[src/rtl/msi_dir_pkg.sv]
// Shared encodings for the home-node directory controller.
// Assumes: the codes below are also used by the senders and receivers of messages.
package msi_dir_pkg;
    typedef enum logic [1:0] {
        DS_I  = 2'd0,
        DS_S  = 2'd1,
        DS_M  = 2'd2,
        DS_SD = 2'd3
    } dstate_e;

    typedef enum logic [1:0] {
        RQ_GETS = 2'd0,
        RQ_GETM = 2'd1,
        RQ_PUTS = 2'd2,
        RQ_PUTM = 2'd3
    } req_e;

    typedef enum logic [2:0] {
        MS_DATA    = 3'd0,
        MS_PUTACK  = 3'd1,
        MS_INV     = 3'd2,
        MS_FWDGETS = 3'd3,
        MS_FWDGETM = 3'd4
    } msg_e;
endpackage

[src/rtl/msi_dir_store.sv]
// Directory entry array plus block data array, one slot per block address.
// Read ports are combinational. Writes occur on the clock edge.
// Assumes: ent_we and promote are never both 1 in the same cycle (the top ensures this).
module msi_dir_store
    import msi_dir_pkg::*;
#(
    parameter int NODES  = 4,
    parameter int ADDR_W = 3,
    parameter int DATA_W = 8,
    localparam int ID_W  = $clog2(NODES),
    localparam int DEPTH = 1 << ADDR_W
) (
    input  logic              clk,
    input  logic              rst_n,
    input  logic [ADDR_W-1:0] rd_addr,
    output dstate_e           rd_state,
    output logic [ID_W-1:0]   rd_owner,
    output logic [NODES-1:0]  rd_sharers,
    output logic [DATA_W-1:0] rd_data,
    input  logic [ADDR_W-1:0] rsp_addr,
    output dstate_e           rsp_state,
    input  logic              ent_we,
    input  logic [ADDR_W-1:0] ent_addr,
    input  dstate_e           ent_state,
    input  logic [ID_W-1:0]   ent_owner,
    input  logic [NODES-1:0]  ent_sharers,
    input  logic              promote,
    input  logic              wr_en,
    input  logic [ADDR_W-1:0] wr_addr,
    input  logic [DATA_W-1:0] wr_data
);
    dstate_e           st_q  [DEPTH];
    logic [ID_W-1:0]   own_q [DEPTH];
    logic [NODES-1:0]  shr_q [DEPTH];
    logic [DATA_W-1:0] mem_q [DEPTH];

    // Combinational lookup for the request address and the response address.
    always_comb begin
        rd_state   = st_q[rd_addr];
        rd_owner   = own_q[rd_addr];
        rd_sharers = shr_q[rd_addr];
        rd_data    = mem_q[rd_addr];
        rsp_state  = st_q[rsp_addr];
    end

    // Entry updates: a full rewrite from a request, or a promotion to shared from a response.
    always_ff @(posedge clk) begin
        if (!rst_n) begin
            for (int i = 0; i < DEPTH; i++) begin
                st_q[i]  <= DS_I;
                own_q[i] <= '0;
                shr_q[i] <= '0;
            end
        end else if (ent_we) begin
            st_q[ent_addr]  <= ent_state;
            own_q[ent_addr] <= ent_owner;
            shr_q[ent_addr] <= ent_sharers;
        end else if (promote) begin
            st_q[rsp_addr] <= DS_S;
        end
    end

    // Block data writes from owner evictions and from returning responses.
    always_ff @(posedge clk) begin
        if (!rst_n) begin
            for (int i = 0; i < DEPTH; i++) begin
                mem_q[i] <= '0;
            end
        end else if (wr_en) begin
            mem_q[wr_addr] <= wr_data;
        end
    end
endmodule

[src/rtl/msi_dir_protocol.sv]
// Combinational protocol decision for a single request against a single entry.
// Produces the updated entry, the reply message, the need to write memory, the set
// of sharers to invalidate, and a stall flag for reads that reach a transient entry.
// Assumes: cur_* hold the entry addressed by the request in this cycle.
module msi_dir_protocol
    import msi_dir_pkg::*;
#(
    parameter int NODES = 4,
    localparam int ID_W = $clog2(NODES)
) (
    input  dstate_e          cur_state,
    input  logic [ID_W-1:0]  cur_owner,
    input  logic [NODES-1:0] cur_sharers,
    input  req_e             rq,
    input  logic [ID_W-1:0]  src,
    output dstate_e          nxt_state,
    output logic [ID_W-1:0]  nxt_owner,
    output logic [NODES-1:0] nxt_sharers,
    output msg_e             msg_type,
    output logic [ID_W-1:0]  msg_dst,
    output logic             wr_mem,
    output logic [NODES-1:0] inv_mask,
    output logic             stall
);
    logic [NODES-1:0] src_bit;
    logic [NODES-1:0] own_bit;
    logic [NODES-1:0] shr_less_src;
    logic             is_put;

    // One-hot forms of the requester and the owner, plus the sharers without the requester.
    always_comb begin
        src_bit      = {{(NODES-1){1'b0}}, 1'b1} << src;
        own_bit      = {{(NODES-1){1'b0}}, 1'b1} << cur_owner;
        shr_less_src = cur_sharers & ~src_bit;
        is_put       = (rq == RQ_PUTS) || (rq == RQ_PUTM);
    end

    // State-by-request decision table.
    always_comb begin
        nxt_state   = cur_state;
        nxt_owner   = cur_owner;
        nxt_sharers = cur_sharers;
        msg_type    = MS_PUTACK;
        msg_dst     = src;
        wr_mem      = 1'b0;
        inv_mask    = '0;
        stall       = 1'b0;
        unique case (cur_state)
            DS_I: begin
                if (rq == RQ_GETS) begin
                    msg_type    = MS_DATA;
                    nxt_sharers = src_bit;
                    nxt_state   = DS_S;
                end else if (rq == RQ_GETM) begin
                    msg_type  = MS_DATA;
                    nxt_owner = src;
                    nxt_state = DS_M;
                end
            end
            DS_S: begin
                if (rq == RQ_GETS) begin
                    msg_type    = MS_DATA;
                    nxt_sharers = cur_sharers | src_bit;
                end else if (rq == RQ_GETM) begin
                    msg_type    = MS_DATA;
                    inv_mask    = shr_less_src;
                    nxt_sharers = '0;
                    nxt_owner   = src;
                    nxt_state   = DS_M;
                end else begin
                    nxt_sharers = shr_less_src;
                    if (shr_less_src == '0) begin
                        nxt_state = DS_I;
                    end
                end
            end
            DS_M: begin
                if (rq == RQ_GETS) begin
                    msg_type    = MS_FWDGETS;
                    msg_dst     = cur_owner;
                    nxt_sharers = src_bit | own_bit;
                    nxt_owner   = '0;
                    nxt_state   = DS_SD;
                end else if (rq == RQ_GETM) begin
                    msg_type  = MS_FWDGETM;
                    msg_dst   = cur_owner;
                    nxt_owner = src;
                end else if (rq == RQ_PUTM && src == cur_owner) begin
                    wr_mem    = 1'b1;
                    nxt_owner = '0;
                    nxt_state = DS_I;
                end
            end
            DS_SD: begin
                if (is_put) begin
                    nxt_sharers = shr_less_src;
                end else begin
                    stall = 1'b1;
                end
            end
            default: ;
        endcase
    end
endmodule

[src/rtl/msi_dir_inv_seq.sv]
// Issues queued invalidates one per cycle, lowest node index first.
// Assumes: load is asserted only while busy is 0.
module msi_dir_inv_seq #(
    parameter int NODES  = 4,
    parameter int ADDR_W = 3,
    localparam int ID_W  = $clog2(NODES)
) (
    input  logic              clk,
    input  logic              rst_n,
    input  logic              load,
    input  logic [NODES-1:0]  load_mask,
    input  logic [ADDR_W-1:0] load_addr,
    input  logic [ID_W-1:0]   load_req,
    output logic              busy,
    output logic [ID_W-1:0]   inv_dst,
    output logic [ADDR_W-1:0] inv_addr,
    output logic [ID_W-1:0]   inv_req
);
    logic [NODES-1:0]  pend_q;
    logic [ADDR_W-1:0] addr_q;
    logic [ID_W-1:0]   req_q;
    logic [ID_W-1:0]   low_idx;

    // Pick the lowest pending node.
    always_comb begin
        low_idx = '0;
        for (int i = NODES - 1; i >= 0; i--) begin
            if (pend_q[i]) begin
                low_idx = ID_W'(i);
            end
        end
    end

    assign busy     = |pend_q;
    assign inv_dst  = low_idx;
    assign inv_addr = addr_q;
    assign inv_req  = req_q;

    // Load a new burst, or retire the node issued this cycle.
    always_ff @(posedge clk) begin
        if (!rst_n) begin
            pend_q <= '0;
            addr_q <= '0;
            req_q  <= '0;
        end else if (load) begin
            pend_q <= load_mask;
            addr_q <= load_addr;
            req_q  <= load_req;
        end else if (busy) begin
            pend_q <= pend_q & ~({{(NODES-1){1'b0}}, 1'b1} << low_idx);
        end
    end
endmodule

[src/rtl/msi_dir_ctrl.sv]
// Home-node MSI directory controller top. Accepts one request per cycle when no
// response is present, no invalidate burst is draining and the request is not a read
// to a transient entry. Emits a registered message one edge after each acceptance or
// each invalidate step.
// Assumes: request senders hold a request until req_ready; responses are always taken.
module msi_dir_ctrl
    import msi_dir_pkg::*;
#(
    parameter int NODES  = 4,
    parameter int ADDR_W = 3,
    parameter int DATA_W = 8,
    localparam int ID_W  = $clog2(NODES)
) (
    input  logic              clk,
    input  logic              rst_n,
    input  logic              req_valid,
    output logic              req_ready,
    input  logic [1:0]        req_type,
    input  logic [ID_W-1:0]   req_src,
    input  logic [ADDR_W-1:0] req_addr,
    input  logic [DATA_W-1:0] req_data,
    input  logic              rsp_valid,
    input  logic [ADDR_W-1:0] rsp_addr,
    input  logic [DATA_W-1:0] rsp_data,
    output logic              out_valid,
    output logic [2:0]        out_type,
    output logic [ID_W-1:0]   out_dst,
    output logic [ID_W-1:0]   out_req,
    output logic [ADDR_W-1:0] out_addr,
    output logic [DATA_W-1:0] out_data,
    output logic              mem_we,
    output logic [ADDR_W-1:0] mem_addr,
    output logic [DATA_W-1:0] mem_wdata
);
    dstate_e           rd_state;
    logic [ID_W-1:0]   rd_owner;
    logic [NODES-1:0]  rd_sharers;
    logic [DATA_W-1:0] rd_data;
    dstate_e           rsp_state;
    dstate_e           nxt_state;
    logic [ID_W-1:0]   nxt_owner;
    logic [NODES-1:0]  nxt_sharers;
    msg_e              msg_type;
    logic [ID_W-1:0]   msg_dst;
    logic              p_wr_mem;
    logic [NODES-1:0]  inv_mask;
    logic              stall;
    logic              inv_busy;
    logic [ID_W-1:0]   inv_dst;
    logic [ADDR_W-1:0] inv_addr;
    logic [ID_W-1:0]   inv_req;
    logic              accept;
    logic              rsp_hit;
    logic              wr_en;
    logic [ADDR_W-1:0] wr_addr;
    logic [DATA_W-1:0] wr_data;

    msi_dir_store #(.NODES(NODES), .ADDR_W(ADDR_W), .DATA_W(DATA_W)) u_store (
        .clk(clk), .rst_n(rst_n),
        .rd_addr(req_addr), .rd_state(rd_state), .rd_owner(rd_owner),
        .rd_sharers(rd_sharers), .rd_data(rd_data),
        .rsp_addr(rsp_addr), .rsp_state(rsp_state),
        .ent_we(accept), .ent_addr(req_addr), .ent_state(nxt_state),
        .ent_owner(nxt_owner), .ent_sharers(nxt_sharers),
        .promote(rsp_hit),
        .wr_en(wr_en), .wr_addr(wr_addr), .wr_data(wr_data)
    );

    msi_dir_protocol #(.NODES(NODES)) u_proto (
        .cur_state(rd_state), .cur_owner(rd_owner), .cur_sharers(rd_sharers),
        .rq(req_e'(req_type)), .src(req_src),
        .nxt_state(nxt_state), .nxt_owner(nxt_owner), .nxt_sharers(nxt_sharers),
        .msg_type(msg_type), .msg_dst(msg_dst), .wr_mem(p_wr_mem),
        .inv_mask(inv_mask), .stall(stall)
    );

    msi_dir_inv_seq #(.NODES(NODES), .ADDR_W(ADDR_W)) u_inv (
        .clk(clk), .rst_n(rst_n),
        .load(accept), .load_mask(inv_mask), .load_addr(req_addr), .load_req(req_src),
        .busy(inv_busy), .inv_dst(inv_dst), .inv_addr(inv_addr), .inv_req(inv_req)
    );

    // Acceptance: a response takes priority, then invalidate draining, then the stall.
    always_comb begin
        req_ready = !rsp_valid && !inv_busy && !stall;
        accept    = req_valid && req_ready;
        rsp_hit   = rsp_valid && (rsp_state == DS_SD);
    end

    // Single block-write port shared by owner evictions and responses.
    always_comb begin
        wr_en   = rsp_hit || (accept && p_wr_mem);
        wr_addr = rsp_hit ? rsp_addr : req_addr;
        wr_data = rsp_hit ? rsp_data : req_data;
    end

    // Registered outgoing message: request reply or the next invalidate.
    always_ff @(posedge clk) begin
        if (!rst_n) begin
            out_valid <= 1'b0;
            out_type  <= '0;
            out_dst   <= '0;
            out_req   <= '0;
            out_addr  <= '0;
            out_data  <= '0;
        end else if (accept) begin
            out_valid <= 1'b1;
            out_type  <= msg_type;
            out_dst   <= msg_dst;
            out_req   <= req_src;
            out_addr  <= req_addr;
            out_data  <= (msg_type == MS_DATA) ? rd_data : '0;
        end else if (inv_busy) begin
            out_valid <= 1'b1;
            out_type  <= MS_INV;
            out_dst   <= inv_dst;
            out_req   <= inv_req;
            out_addr  <= inv_addr;
            out_data  <= '0;
        end else begin
            out_valid <= 1'b0;
            out_type  <= '0;
            out_dst   <= '0;
            out_req   <= '0;
            out_addr  <= '0;
            out_data  <= '0;
        end
    end

    // Registered record of the block write made on this edge.
    always_ff @(posedge clk) begin
        if (!rst_n) begin
            mem_we    <= 1'b0;
            mem_addr  <= '0;
            mem_wdata <= '0;
        end else begin
            mem_we    <= wr_en;
            mem_addr  <= wr_en ? wr_addr : '0;
            mem_wdata <= wr_en ? wr_data : '0;
        end
    end
endmodule

[config.mk]
export PLATFORM = sky130hd
export DESIGN_NAME = msi_dir_ctrl
export DESIGN_NICKNAME = d
export VERILOG_FILES = /design/src/rtl/msi_dir_pkg.sv /design/src/rtl/msi_dir_store.sv /design/src/rtl/msi_dir_protocol.sv /design/src/rtl/msi_dir_inv_seq.sv /design/src/rtl/msi_dir_ctrl.sv
export SDC_FILE = /design/constraint.sdc
export NUM_CORES = 1
export LEC_CHECK = 0
export BUFFER_PORTS_ARGS = -buffer_cell sky130_fd_sc_hd__buf_4
export CORE_UTILIZATION = 40
export CTS_BUF_LIST = sky130_fd_sc_hd__clkbuf_8
export CTS_CLUSTER_DIAMETER = 120
export DETAILED_ROUTE_END_ITERATION = 10
export PLACE_DENSITY = 0.6
export SLEW_MARGIN = 10
export SYNTH_ARGS = -nofsm -noshare
export SYNTH_HDL_FRONTEND = slang
export SYNTH_SLANG_ARGS = --single-unit
[constraint.sdc]
create_clock -name clk -period 3.5 [get_ports clk]
set_clock_uncertainty 0.2 [all_clocks]
set_input_delay 0.7 -clock clk [delete_from_list [all_inputs] [get_ports clk]]
set_output_delay 0.7 -clock clk [all_outputs]
set_load 0.01 [all_outputs]
==> flow_summary.toml <==
[synth]
ys_top_cells_by_area = "sky130_fd_sc_hd__edfxtp_1 (47%), sky130_fd_sc_hd__dfxtp_1 (9.8%), sky130_fd_sc_hd__nor3_1 (6.1%), sky130_fd_sc_hd__mux4_2 (5.3%), sky130_fd_sc_hd__nor2_1 (3.7%)"
proportion_of_synthesized_flip_flops_having_asynchronous_set_or_reset = 0
mapped_cells = 718
library_cell_with_the_largest_summed_area_after_synthesis = "sky130_fd_sc_hd__edfxtp_1"
ys.warnings.count = 0
synth_enable_flop_cells = 128
synth_seq_cells = 168
synthDistinctLibCells = 63
nets_in_the_synthesized_netlist = 748
ys_flop_type = "sky130_fd_sc_hd__edfxtp_1"
syn-cell-area_sq_mm = 0.008150
synthDominantCellAreaShare = 0.4716
seq_area_frac_synth = 0.5698
post_synth.cell_area_avg_sq_um = 11.35

[setup_path]
timing.critical_path.required_ns = 2.60
setup.worst_path.start_class = "input pin"
crit_chain = "buf_4 -> mux4_2 -> mux2i_2 -> nor4_1 -> buf_4 -> nor3_1 -> buf_4"
timing.critical_path.arrival_ns = 2.32
most_frequent_cell_on_critical_path = "sky130_fd_sc_hd__buf_4"
timing.critical_path.to_type = "primary output"
path_delay_family = "multiplexers"
timing.setup.critical_path_class = "input pin to primary output"
worstReg2RegStart = "u_inv.pend_q[1]"
worst_path_max_delay_cell = "sky130_fd_sc_hd__mux4_2"
critical_path.n_buffers_inverters = 3
worstPathMaxFanout = 15
cp_slowest_stage_delay_ns = 0.56
timing.rr.end = "u_store.mem_q[4][3]"
r2r_slack_ns = 0.52
worst-r2r-cell-count = 7
timing.critical_path.depth = 7
worstSetupStartpoint = "req_addr[1]"
timing.critical_path.to = "req_ready"

[placement]
routabilityCongestion = 0.9248
place.port_buffers = 61
dpl.hpwl_um = 16090

[power]
power.leakage_uw = 0.003536
vdd_ir_drop_max_mv = 0.2336
power_density_mw_per_mm2 = 439.0
totalPowerFinal_uw = 4236

[routing]
post_detailed_route_count_of_antenna_violating_nets = 0
vias = 6364
wl_per_cell_um = 20.09
vias_per_cell = 5.791
drtPass1Iterations = 6
remaining_drc_errors = 0
drt_first_iter_violations = 624
detail_route.wirelength_um = 22080

[finish]
nFillCells = 1783
fin_util = 0.4894
area.growth.synth_to_final_pct = 18.39
final_net_count = 851
layout_common_cells = "sky130_fd_sc_hd__buf_4 (134), sky130_fd_sc_hd__edfxtp_1 (128), sky130_fd_sc_hd__nor3_1 (100), sky130_fd_sc_hd__nor2_1 (81), sky130_fd_sc_hd__nand2_1 (58)"
final_layout_size_suffix_gt1_frac = 0.2542
antenna-diode-count = 0
final_common_cell = "sky130_fd_sc_hd__buf_4"

[floorplan]
die_width_um = 144.7
io_pins = 62
core_sq_mm = 0.01972
fp.dieH_um = 144.7
starting_density_of_the_core = 0.4134
row_count = 51
total_die_area_sq_mm = 0.02095

[timing]
hold_viol_final = 0
finalMaxSlewViolations = 0
finalSetupViolCount = 0
max_freq_mhz = 310.4
setup_repair_after_global_routing_missed_its_margin = "no"
timing.slew.headroom = 0.2783
min_period_over_period = 0.9205
worst-slew-pin-transition_ns = 1.083
final.min_clock_period_ns = 3.222

[clocking]
cts_setup_buffers = 0
cts_bufs_inserted = 17
root_buffer_master = "sky130_fd_sc_hd__clkbuf_8"
clk_pin_slew_ns = 0.09
cts_hold_buf = 0
clock_path_buffers = 2
cts.sink_count = 168
tritoncts = "done"
insertion_delay_of_the_later_clocked_pin_in_the_worst_skew_pair_ns = 0.49
ctsHtreeMaxLevel = 4
cts_repair_resize_count = 0

[grt]
number_of_global_route_vias_before_repair = 6262
grt_antenna_before_repair = 0
pin_count_of_the_biggest_net_entering_global_routing = 34
grtUsageTotal = 0.2259
globalRouteOverflowTotal = 0
grt_first_pass_wirelength_um = 34710

[flow_run]
cap_violations = 0

[run_status]
outcome = "finished, final reports clean"

[hold_path]
worstHoldPathType = "flip-flop to flip-flop"
==> worst min path at each step <==
stage                                  from                 to  slack (ns)  depth (start not counted)
after global placement    u_inv.inv_addr[2]  u_inv.inv_addr[2]        0.24                          2
after detailed placement  u_inv.inv_addr[2]  u_inv.inv_addr[2]        0.25                          2
after CTS                 u_inv.inv_addr[2]  u_inv.inv_addr[2]        0.26                          2
final                     u_inv.inv_addr[2]  u_inv.inv_addr[2]        0.26                          2
after global routing       u_inv.inv_req[1]   u_inv.inv_req[1]        0.28                          2
after floorplan           u_inv.inv_addr[0]        out_addr[0]        0.24                          2
==> kinds of logic after synthesis <==
family,count (synthesis),synth area share
AOI/OAI and AO/OA,137,0.1191
DFF,168,0.5699
xor gates and xnor gates,2,0.002150
and+or+nand+nor,285,0.1613
buffers and inverters,62,0.03700
muxes,64,0.1105
==> power by group <==
part	switching (uW)	total, uW	internal (uW)
logic	390	637	247
clock network	821	1350	531
registers	33.6	2250	2210
==> metrics by stage <==
| stage | TNS [ns] | cell area, sq um | hold WS (ns) | std cells | setup WS (ns) |
|---|---|---|---|---|---|
| final | 0 | 9649 | 0.2619 | 1099 | 0.2782 |
| after global routing | 0 | 9649 | 0.2789 | 1099 | 0.1779 |
| after CTS | 0 | 9649 | 0.2604 | 1099 | 0.2895 |
| after detailed placement | -0.04537 | 9264 | 0.2471 | 1067 | -0.005853 |
| after global placement | 0 | 9264 | 0.2417 | 1067 | 0.001819 |
| after floorplan | -3.994 | 8150 | 0.2366 | 718 | -0.1274 |
==> synth_stat cells (all sizes together), types with 3 or more instances <==
library cell	count
a21oi	31
a221oi	8
a22o	5
a22oi	7
a311oi	4
a31oi	6
a32oi	3
and4	3
buf	30
clkbuf	22
dfxtp	40
edfxtp	128
inv	10
mux2	15
mux2i	30
mux4	19
nand2	58
nand3	13
nor2	81
nor2b	7
nor3	100
nor4	5
o2111ai	4
o211a	3
o211ai	7
o21ai	39
or2	3
==> flip-flops by register name (all words and copies together) (netlist names), 3 cells and up <==
signal and count:
out_addr 3, u_store.st_q 16, u_inv.inv_addr 3, out_data 8
u_store.own_q 16, mem_addr 3, u_inv.pend_q 4, u_store.mem_q 64
mem_wdata 8, out_type 3, u_store.shr_q 32
==> worst register-to-register path, stage by stage, from the launching register on <==
cell	delay (ns)
sky130_fd_sc_hd__dfxtp_1	0.35
sky130_fd_sc_hd__nor4_1	0.48
sky130_fd_sc_hd__and3_1	0.27
sky130_fd_sc_hd__o211ai_1	0.19
sky130_fd_sc_hd__a2111oi_4	0.44
sky130_fd_sc_hd__a31oi_1	0.29
sky130_fd_sc_hd__o21ai_0	0.27
sky130_fd_sc_hd__buf_4	0.21
==> per-layer routing <==
metal	vias up	part of all wire	wire [um]	track usage
met1	3099	0.43	9603	0.2967
met2	278	0.47	10460	0.3651
met4	0	0.024	537	0.09474
met5	-	0	0	0
li1	2941	-	-	-
met3	46	0.067	1482	0.04344
==> area by class of cell <==
class / count / area (sq um) / share of cell area
clock buffer: 17 / 234.0 / 0.02425
clock inverter: 15 / 151.4 / 0.01569
inverter: 10 / 37.54 / 0.003890
multi-input combinational: 488 / 3204 / 0.3321
sequential: 168 / 4644 / 0.4813
tap: 265 / 331.6 / 0.03436
timing repair buffer: 136 / 1046 / 0.1084
Note: power is estimated with default switching activity, not from simulation.
